## src/rtl/wrr_pkg.sv

```systemverilog
package wrr_pkg;
  // Source selected for the next output byte
  typedef enum logic [1:0] {
    SRC_NONE    = 2'd0,
    SRC_HIGH    = 2'd1,
    SRC_RESIDUE = 2'd2,
    SRC_BUS     = 2'd3
  } out_src_e;
endpackage

```

## src/rtl/wrr_beat_decode.sv

```systemverilog
module wrr_beat_decode #(
  parameter int BYTE_W = 8,
  localparam int WORD_W = 2 * BYTE_W
) (
  input  logic              in_fire,
  input  logic [WORD_W-1:0] in_data,
  input  logic              in_wide,
  input  logic              in_tail_odd,
  input  logic              csr_wr,
  input  logic              csr_wdata,
  input  logic              send_op,
  output logic [BYTE_W-1:0] lo_byte,
  output logic [BYTE_W-1:0] hi_byte,
  output logic              split_hi,
  output logic              capture,
  output logic              clear_req
);
  logic narrow_fire;

  assign lo_byte     = in_data[BYTE_W-1:0];
  assign hi_byte     = in_data[WORD_W-1:BYTE_W];
  // high lane is forwarded only for a complete wide word
  assign split_hi    = in_wide && !in_tail_odd;
  assign capture     = in_fire && in_wide && in_tail_odd;
  assign narrow_fire = in_fire && !in_wide;
  assign clear_req   = (csr_wr && csr_wdata) || send_op || narrow_fire;
endmodule

```

## src/rtl/wrr_flag_ctl.sv

```systemverilog
module wrr_flag_ctl #(
  parameter int BYTE_W = 8
) (
  input  logic              clk,
  input  logic              rst,
  input  logic              capture,
  input  logic [BYTE_W-1:0] cap_byte,
  input  logic              clear_req,
  input  logic              rx_start,
  input  logic              consume,
  output logic              flag,
  output logic              drain,
  output logic [BYTE_W-1:0] residue
);
  logic flag_n;
  logic drain_n;

  // clear has priority over capture, capture over consumption
  always_comb begin
    if (clear_req)    flag_n = 1'b0;
    else if (capture) flag_n = 1'b1;
    else if (consume) flag_n = 1'b0;
    else              flag_n = flag;
  end

  // a start only arms the drain if a byte is already parked
  assign drain_n = (drain || (rx_start && flag)) && flag_n;

  always_ff @(posedge clk) begin
    if (rst) begin
      flag    <= 1'b0;
      drain   <= 1'b0;
      residue <= '0;
    end else begin
      flag  <= flag_n;
      drain <= drain_n;
      if (capture) residue <= cap_byte;
    end
  end
endmodule

```

## src/rtl/wrr_byte_out.sv

```systemverilog
module wrr_byte_out
  import wrr_pkg::*;
#(
  parameter int BYTE_W = 8
) (
  input  logic              clk,
  input  logic              rst,
  input  logic              in_valid,
  input  logic [BYTE_W-1:0] lo_byte,
  input  logic [BYTE_W-1:0] hi_byte,
  input  logic              split_hi,
  input  logic              drain,
  input  logic [BYTE_W-1:0] residue,
  input  logic              out_ready,
  output logic              in_ready,
  output logic              in_fire,
  output logic              consume,
  output logic              out_valid,
  output logic [BYTE_W-1:0] out_data
);
  logic              hi_vld;
  logic [BYTE_W-1:0] hi_q;
  logic              advance;
  out_src_e          src;

  assign advance = !out_valid || out_ready;

  // pending high lane first, then a parked residue, then new bus data
  always_comb begin
    src = SRC_NONE;
    if (hi_vld)        src = SRC_HIGH;
    else if (drain)    src = SRC_RESIDUE;
    else if (in_valid) src = SRC_BUS;
  end

  assign in_ready = advance && !hi_vld && !drain;
  assign in_fire  = in_valid && in_ready;
  assign consume  = advance && (src == SRC_RESIDUE);

  always_ff @(posedge clk) begin
    if (rst) begin
      out_valid <= 1'b0;
      out_data  <= '0;
      hi_vld    <= 1'b0;
      hi_q      <= '0;
    end else if (advance) begin
      unique case (src)
        SRC_HIGH: begin
          out_data  <= hi_q;
          out_valid <= 1'b1;
          hi_vld    <= 1'b0;
        end
        SRC_RESIDUE: begin
          out_data  <= residue;
          out_valid <= 1'b1;
        end
        SRC_BUS: begin
          out_data  <= lo_byte;
          out_valid <= 1'b1;
          if (split_hi) begin
            hi_q   <= hi_byte;
            hi_vld <= 1'b1;
          end
        end
        default: out_valid <= 1'b0;
      endcase
    end
  end
endmodule

```

## src/rtl/wide_rx_residue.sv

```systemverilog
module wide_rx_residue #(
  parameter int BYTE_W = 8
) (
  input  logic                  clk,
  input  logic                  rst,
  input  logic                  in_valid,
  output logic                  in_ready,
  input  logic [2*BYTE_W-1:0]   in_data,
  input  logic                  in_wide,
  input  logic                  in_tail_odd,
  input  logic                  rx_start,
  input  logic                  send_op,
  input  logic                  csr_wr,
  input  logic                  csr_wdata,
  output logic                  csr_flag,
  output logic                  out_valid,
  input  logic                  out_ready,
  output logic [BYTE_W-1:0]     out_data
);
  logic              in_fire;
  logic [BYTE_W-1:0] lo_byte;
  logic [BYTE_W-1:0] hi_byte;
  logic              split_hi;
  logic              capture;
  logic              clear_req;
  logic              consume;
  logic              drain;
  logic [BYTE_W-1:0] residue;

  wrr_beat_decode #(.BYTE_W(BYTE_W)) u_decode (
    .in_fire     (in_fire),
    .in_data     (in_data),
    .in_wide     (in_wide),
    .in_tail_odd (in_tail_odd),
    .csr_wr      (csr_wr),
    .csr_wdata   (csr_wdata),
    .send_op     (send_op),
    .lo_byte     (lo_byte),
    .hi_byte     (hi_byte),
    .split_hi    (split_hi),
    .capture     (capture),
    .clear_req   (clear_req)
  );

  wrr_flag_ctl #(.BYTE_W(BYTE_W)) u_flag (
    .clk       (clk),
    .rst       (rst),
    .capture   (capture),
    .cap_byte  (hi_byte),
    .clear_req (clear_req),
    .rx_start  (rx_start),
    .consume   (consume),
    .flag      (csr_flag),
    .drain     (drain),
    .residue   (residue)
  );

  wrr_byte_out #(.BYTE_W(BYTE_W)) u_out (
    .clk       (clk),
    .rst       (rst),
    .in_valid  (in_valid),
    .lo_byte   (lo_byte),
    .hi_byte   (hi_byte),
    .split_hi  (split_hi),
    .drain     (drain),
    .residue   (residue),
    .out_ready (out_ready),
    .in_ready  (in_ready),
    .in_fire   (in_fire),
    .consume   (consume),
    .out_valid (out_valid),
    .out_data  (out_data)
  );
endmodule

```

## config.mk

```make
export PLATFORM = sky130hd
export DESIGN_NAME = wide_rx_residue
export DESIGN_NICKNAME = d
export VERILOG_FILES = /design/src/rtl/wrr_pkg.sv /design/src/rtl/wrr_beat_decode.sv /design/src/rtl/wrr_flag_ctl.sv /design/src/rtl/wrr_byte_out.sv /design/src/rtl/wide_rx_residue.sv
export SDC_FILE = /design/constraint.sdc
export NUM_CORES = 1
export LEC_CHECK = 0
export ABC_CLOCK_PERIOD_IN_PS = 3600
export BUFFER_PORTS_ARGS = -buffer_cell sky130_fd_sc_hd__buf_2
export CAP_MARGIN = 20
export CORE_UTILIZATION = 40
export CTS_BUF_LIST = sky130_fd_sc_hd__clkbuf_8
export DETAILED_ROUTE_END_ITERATION = 10
export GPL_TIMING_DRIVEN = 0
export SYNTH_ARGS = -nofsm -noshare
export SYNTH_HDL_FRONTEND = slang
export SYNTH_SLANG_ARGS = --single-unit
```

## constraint.sdc

```tcl
create_clock -name clk -period 3.6 [get_ports clk]
set_clock_uncertainty 0.2 [all_clocks]
set_input_delay 0.72 -clock clk [delete_from_list [all_inputs] [get_ports clk]]
set_output_delay 0.72 -clock clk [all_outputs]
set_load 0.1 [all_outputs]
```

* After elaboration in Yosys (flattened, before gate mapping)
Index checks and enable logic that the tools add are counted.
** Storage, ports and cells
- Register bits :: 28
- Bits of input ports :: 26
- Logic and storage cells :: 47
** Cells by class
- Equality and inequality tests :: 4
- Mux-type cells :: 10
- Reduce and logical (&&, ||, !) cells :: 26
** Operator list (number)
- $pmux W8 S3 :: 1
- $logic_and A1 B1 Y1 :: 11
- $mux W2 :: 3
- $reduce_and A3 Y1 :: 2
- $logic_not A1 Y1 :: 5
- $mux W1 :: 5
- $eq A2 B2 Y1 const B :: 2
- $logic_or A1 B1 Y1 :: 4
- $reduce_bool A3 Y1 :: 1
- $reduce_or A3 Y1 :: 1
- $eq A2 B1 Y1 const B :: 1
- $ne A2 B2 Y1 const B :: 1
- $pmux W1 S2 :: 1
- $reduce_and A2 Y1 :: 1
- $reduce_bool A2 Y1 :: 1

* Depth between registers and ports, before layout
- Depth in word-level cells :: 10
- Depth in mapped cells :: 5
- Mapped depth without buffers :: 3

* Cells and area by module
A second synthesis with hierarchy kept.
** Unflattened totals
- Cells, all modules :: 175
- Area, all modules :: 1530.2 um2
** By module, submodules not included
- wrr_byte_out :: times used 1, cells an instance 121, area an instance 1017.2 um2
- wrr_flag_ctl :: times used 1, cells an instance 33, area an instance 362.8 um2
- wrr_beat_decode :: times used 1, cells an instance 21, area an instance 150.1 um2

* Worst setup path before layout
Ideal clock, no wire load.
- Path type :: reg-to-output
- Start :: reg u_out.out_valid
- End :: out in_ready
- Arrival :: 2.570 ns
- Required time :: 2.680 ns
- Slack :: 0.110 ns
- Cell stages (with the launch flop) :: 5
- Buffers on the path :: 2
- Path through :: dfxtp_1 nor2b_1 clkbuf_1 clkbuf_1 nor2_1
** On the way
- Longest elaborated chain between the ends :: 4
** RTL lines
- start, declared :: line wrr_byte_out.sv:18 : output logic out_valid,
- start signal, assigned :: line wrr_byte_out.sv:42 : out_valid <= 1'b0;
- start signal, assigned :: line wrr_byte_out.sv:50 : out_valid <= 1'b1;
- start signal, assigned :: line wrr_byte_out.sv:55 : out_valid <= 1'b1;
- $logic_not A1 Y1 :: line wrr_byte_out.sv:26 : assign advance = !out_valid || out_ready;
- $logic_or A1 B1 Y1 :: line wrr_byte_out.sv:26
- $logic_and A1 B1 Y1 (2 in a row) :: line wrr_byte_out.sv:36 : assign in_ready = advance && !hi_vld && !drain;
- end, declared :: line wide_rx_residue.sv:7 : output logic in_ready,
Every way passes these cells.

* Final worst setup path
- Start :: in out_ready
- End :: out in_ready
** On the way
- Longest elaborated chain between the ends :: 3
** RTL lines
- start, declared :: line wide_rx_residue.sv:17 : input logic out_ready,
- $logic_or A1 B1 Y1 :: line wrr_byte_out.sv:26
- $logic_and A1 B1 Y1 (2 in a row) :: line wrr_byte_out.sv:36
Every way passes these cells.

==> flow_summary.yaml <==
sta:
  rsz0062_at_grt: "false"
  setup_viol: 0
  hold_ws_ns: 0.267
  worstMarginPinSlew_ns: 0.692
  tns_ns: 0
  fin_crit_ns: 3.02
  max-slew-margin-rel: 0.537
  fin_ws_ns: 0.578
  clock.fmax_mhz: 331
  finalHoldViolations: 0
  finalCritPeriodShare: 0.839
  finalMaxSlewViolations: 0
critical_path:
  worst-path-max-fanout: 10
  r2r_start: "u_out.hi_vld$_SDFFE_PP0P_"
  ff2ff_path_depth: 4
  crit_path_end: "in_ready"
  path_class: "primary input to output pin"
  setup.worst_path.start: "out_ready"
  cp.required_ns: 2.68
  crit_path_start_kind: "primary input"
  worst_setup_path_end_kind: "output pin"
  ff2ff_setup_slack_ns: 1.68
  crit_arrival_ns: 2.10
  r2r_end: "u_out.out_data[3]$_SDFFE_PP0P_"
pwr:
  clkPwrFrac: 0.285
  p_int_uw: 469
  seq_power_share: 0.482
  pwr-share-comb: 0.233
  power_switching_uw: 221
  ir_drop_mv: 0.317
  p_per_area_nw_per_um2: 421
  switching_share: 0.321
  power_leakage_uw: 0.000687
final_layout:
  multi_input_area_um2: 726
  area_growth_pct: 21.6
  final_cells: 228
  nets: 211
  n_fill_cell: 314
  ff_latch_area_um2: 561
  insertedDiodeCount: 0
  drive_gt1_frac: 0.245
  fin_util: 0.523
floorplanning:
  start_util: 0.430
  fp.dieW_um: 60.0
  core_area_um2: 3130
  pin_count: 37
  row_count: 20
  die_h_um: 60.0
  die_area_um2: 3600
clock_network:
  cts_resized: 0
  cts_sinks: 28
  clock-root-buffer: "clkbuf_8"
  cts_tree: "done"
  clkTransAtPathRegs_ns: 0.09
  ctsHoldBuffers: 0
  cts_made_buffers: 3
  clock_latency_ns: 0.28
  htreeDepth: 1
  postCtsSetupBuffers: 0
  cts.path.max_buffers: 2
synthesis:
  syn_avg_cell_area_um2: 9.35
  synthArstFlopShare: 0
  synth.most_common_cell: "nand2b_1"
  synthFlopType: "dfxtp_1"
  yosysWarnings: 0
  synth_common_cells: "nand2b_1 (34), dfxtp_1 (28), mux2i_1 (16)"
  synth_area_um2: 1350
  synth_cell_types: 22
  ys_seq_area_frac: 0.416
  syn_nets: 170
  ys_ff_latch: 28
  synth.largest_area_cell: "dfxtp_1"
  synth_cells: 144
  synth_edf_count: 0
  yosys-top-cells-area: "dfxtp_1 (42%), nand2b_1 (16%), mux2i_1 (12%)"
  synth_top_area_frac: 0.416
route:
  vias: 1177
  drc_errors: 0
  viasPerCell: 5.16
  routed_wl_mm: 3.23
  final_antenna_net_count: 0
  drt_first_pass_iters: 4
  drtIter0Drc: 44
  wl_per_cell_um: 14.2
global_route:
  grt_max_degree: 16
  grt_pass1_wl_mm: 5.36
  grt_pass1_vias: 1184
  grt_use_total: 0.209
  grt_overflow: 0
  grt_antenna_before_repair: 0
outcome:
  status: "completed"
placement:
  dpl.hpwl_mm: 2.30
  numPortBuffers: 36
  post-place-ws_ns: 0.613
  place.gp.congestion: 0.797
  place_inst: 224
worst_hold_path:
  worstHoldPathType: "register to register"
flow_run:
  drv_cap: 0
metrics by stage:
stage                     total power (µW)  cell area [µm²]
after global routing                   719             1640
after CTS                              696             1640
final                                  690             1640
after detailed placement               501             1580
after global placement                 499             1580
after floorplan                        462             1350
worst max-delay path, stage by stage:
cell	delay (ns)
buf_2	0.10
nor2b_1	0.11
clkbuf_1	0.33
clkbuf_1	0.44
nor2_1	0.09
buf_2	0.31
placed cells by master (no fill, tap or decap):
cell and instances:
a211oi_1 9, a21bo_2 1, a21o_1 1, a21oi_1 11, a221oi_1 8, buf_1 2, buf_2 36, buf_6 2
clkbuf_1 8, clkbuf_8 4, dfxtp_1 28, mux2i_1 16, nand2_1 10, nand2b_1 34, nand4_1 1, nor2_1 4
nor2b_1 2, nor4_4 1, o311ai_0 1, o31ai_1 1, or2_1 1, or3_1 1, or4_1 1, or4b_4 1
flip-flops by register name, summed over array words and instances (netlist names):
name,flops
u_out.out_valid,1
u_flag.flag,1
u_out.hi_vld,1
u_flag.residue,8
u_out.out_data,8
u_flag.drain,1
u_out.hi_q,8
cell families after synthesis:
family,Yosys count,synth area share
AO/OA/AOI/OAI,32,0.168
AND/OR/NAND/NOR,56,0.252
flip-flops,28,0.416
buffers and inverters,12,0.0446
multiplexers,16,0.119
per-layer routing:
metal  GRT usage  share of wire  vias up
li1            -              -      592
met1       0.235           0.46      547
met2       0.378           0.49       33
met3      0.0498          0.048        5
met4      0.0797         0.0099        0
met5           0              0        -
cell type report:
| class | instances | area share |
|---|---|---|
| clock buffer | 4 | 0.0336 |
| sequential | 28 | 0.343 |
| timing repair buffer | 36 | 0.110 |
| multi-input combinational | 104 | 0.443 |
| buffer | 12 | 0.0367 |
| tap | 44 | 0.0336 |
power groups by stage:
stage / clock, µW / combinational (µW) / sequential [µW]
global route: 213 / 171 / 334
CTS: 202 / 162 / 332
floorplan: 0 / 59.7 / 403
global placement: 0 / 160 / 339
detailed placement: 0 / 161 / 339
finish: 197 / 161 / 332
how the worst min path moves through the flow:
stage	start	end	slack [ns]	cells past startpoint
after CTS	u_flag.residue[2]$_SDFFE_PP0P_	u_out.out_data[2]$_SDFFE_PP0P_	0.27	2
after floorplan	u_flag.residue[0]$_SDFFE_PP0P_	u_out.out_data[0]$_SDFFE_PP0P_	0.24	2
after detailed placement	u_flag.residue[2]$_SDFFE_PP0P_	u_out.out_data[2]$_SDFFE_PP0P_	0.25	2
after global routing	u_flag.residue[4]$_SDFFE_PP0P_	u_out.out_data[4]$_SDFFE_PP0P_	0.29	2
after global placement	u_flag.residue[4]$_SDFFE_PP0P_	u_out.out_data[4]$_SDFFE_PP0P_	0.25	2
final	u_flag.residue[0]$_SDFFE_PP0P_	u_out.out_data[0]$_SDFFE_PP0P_	0.27	2
Power figures use the tool's default switching activity.
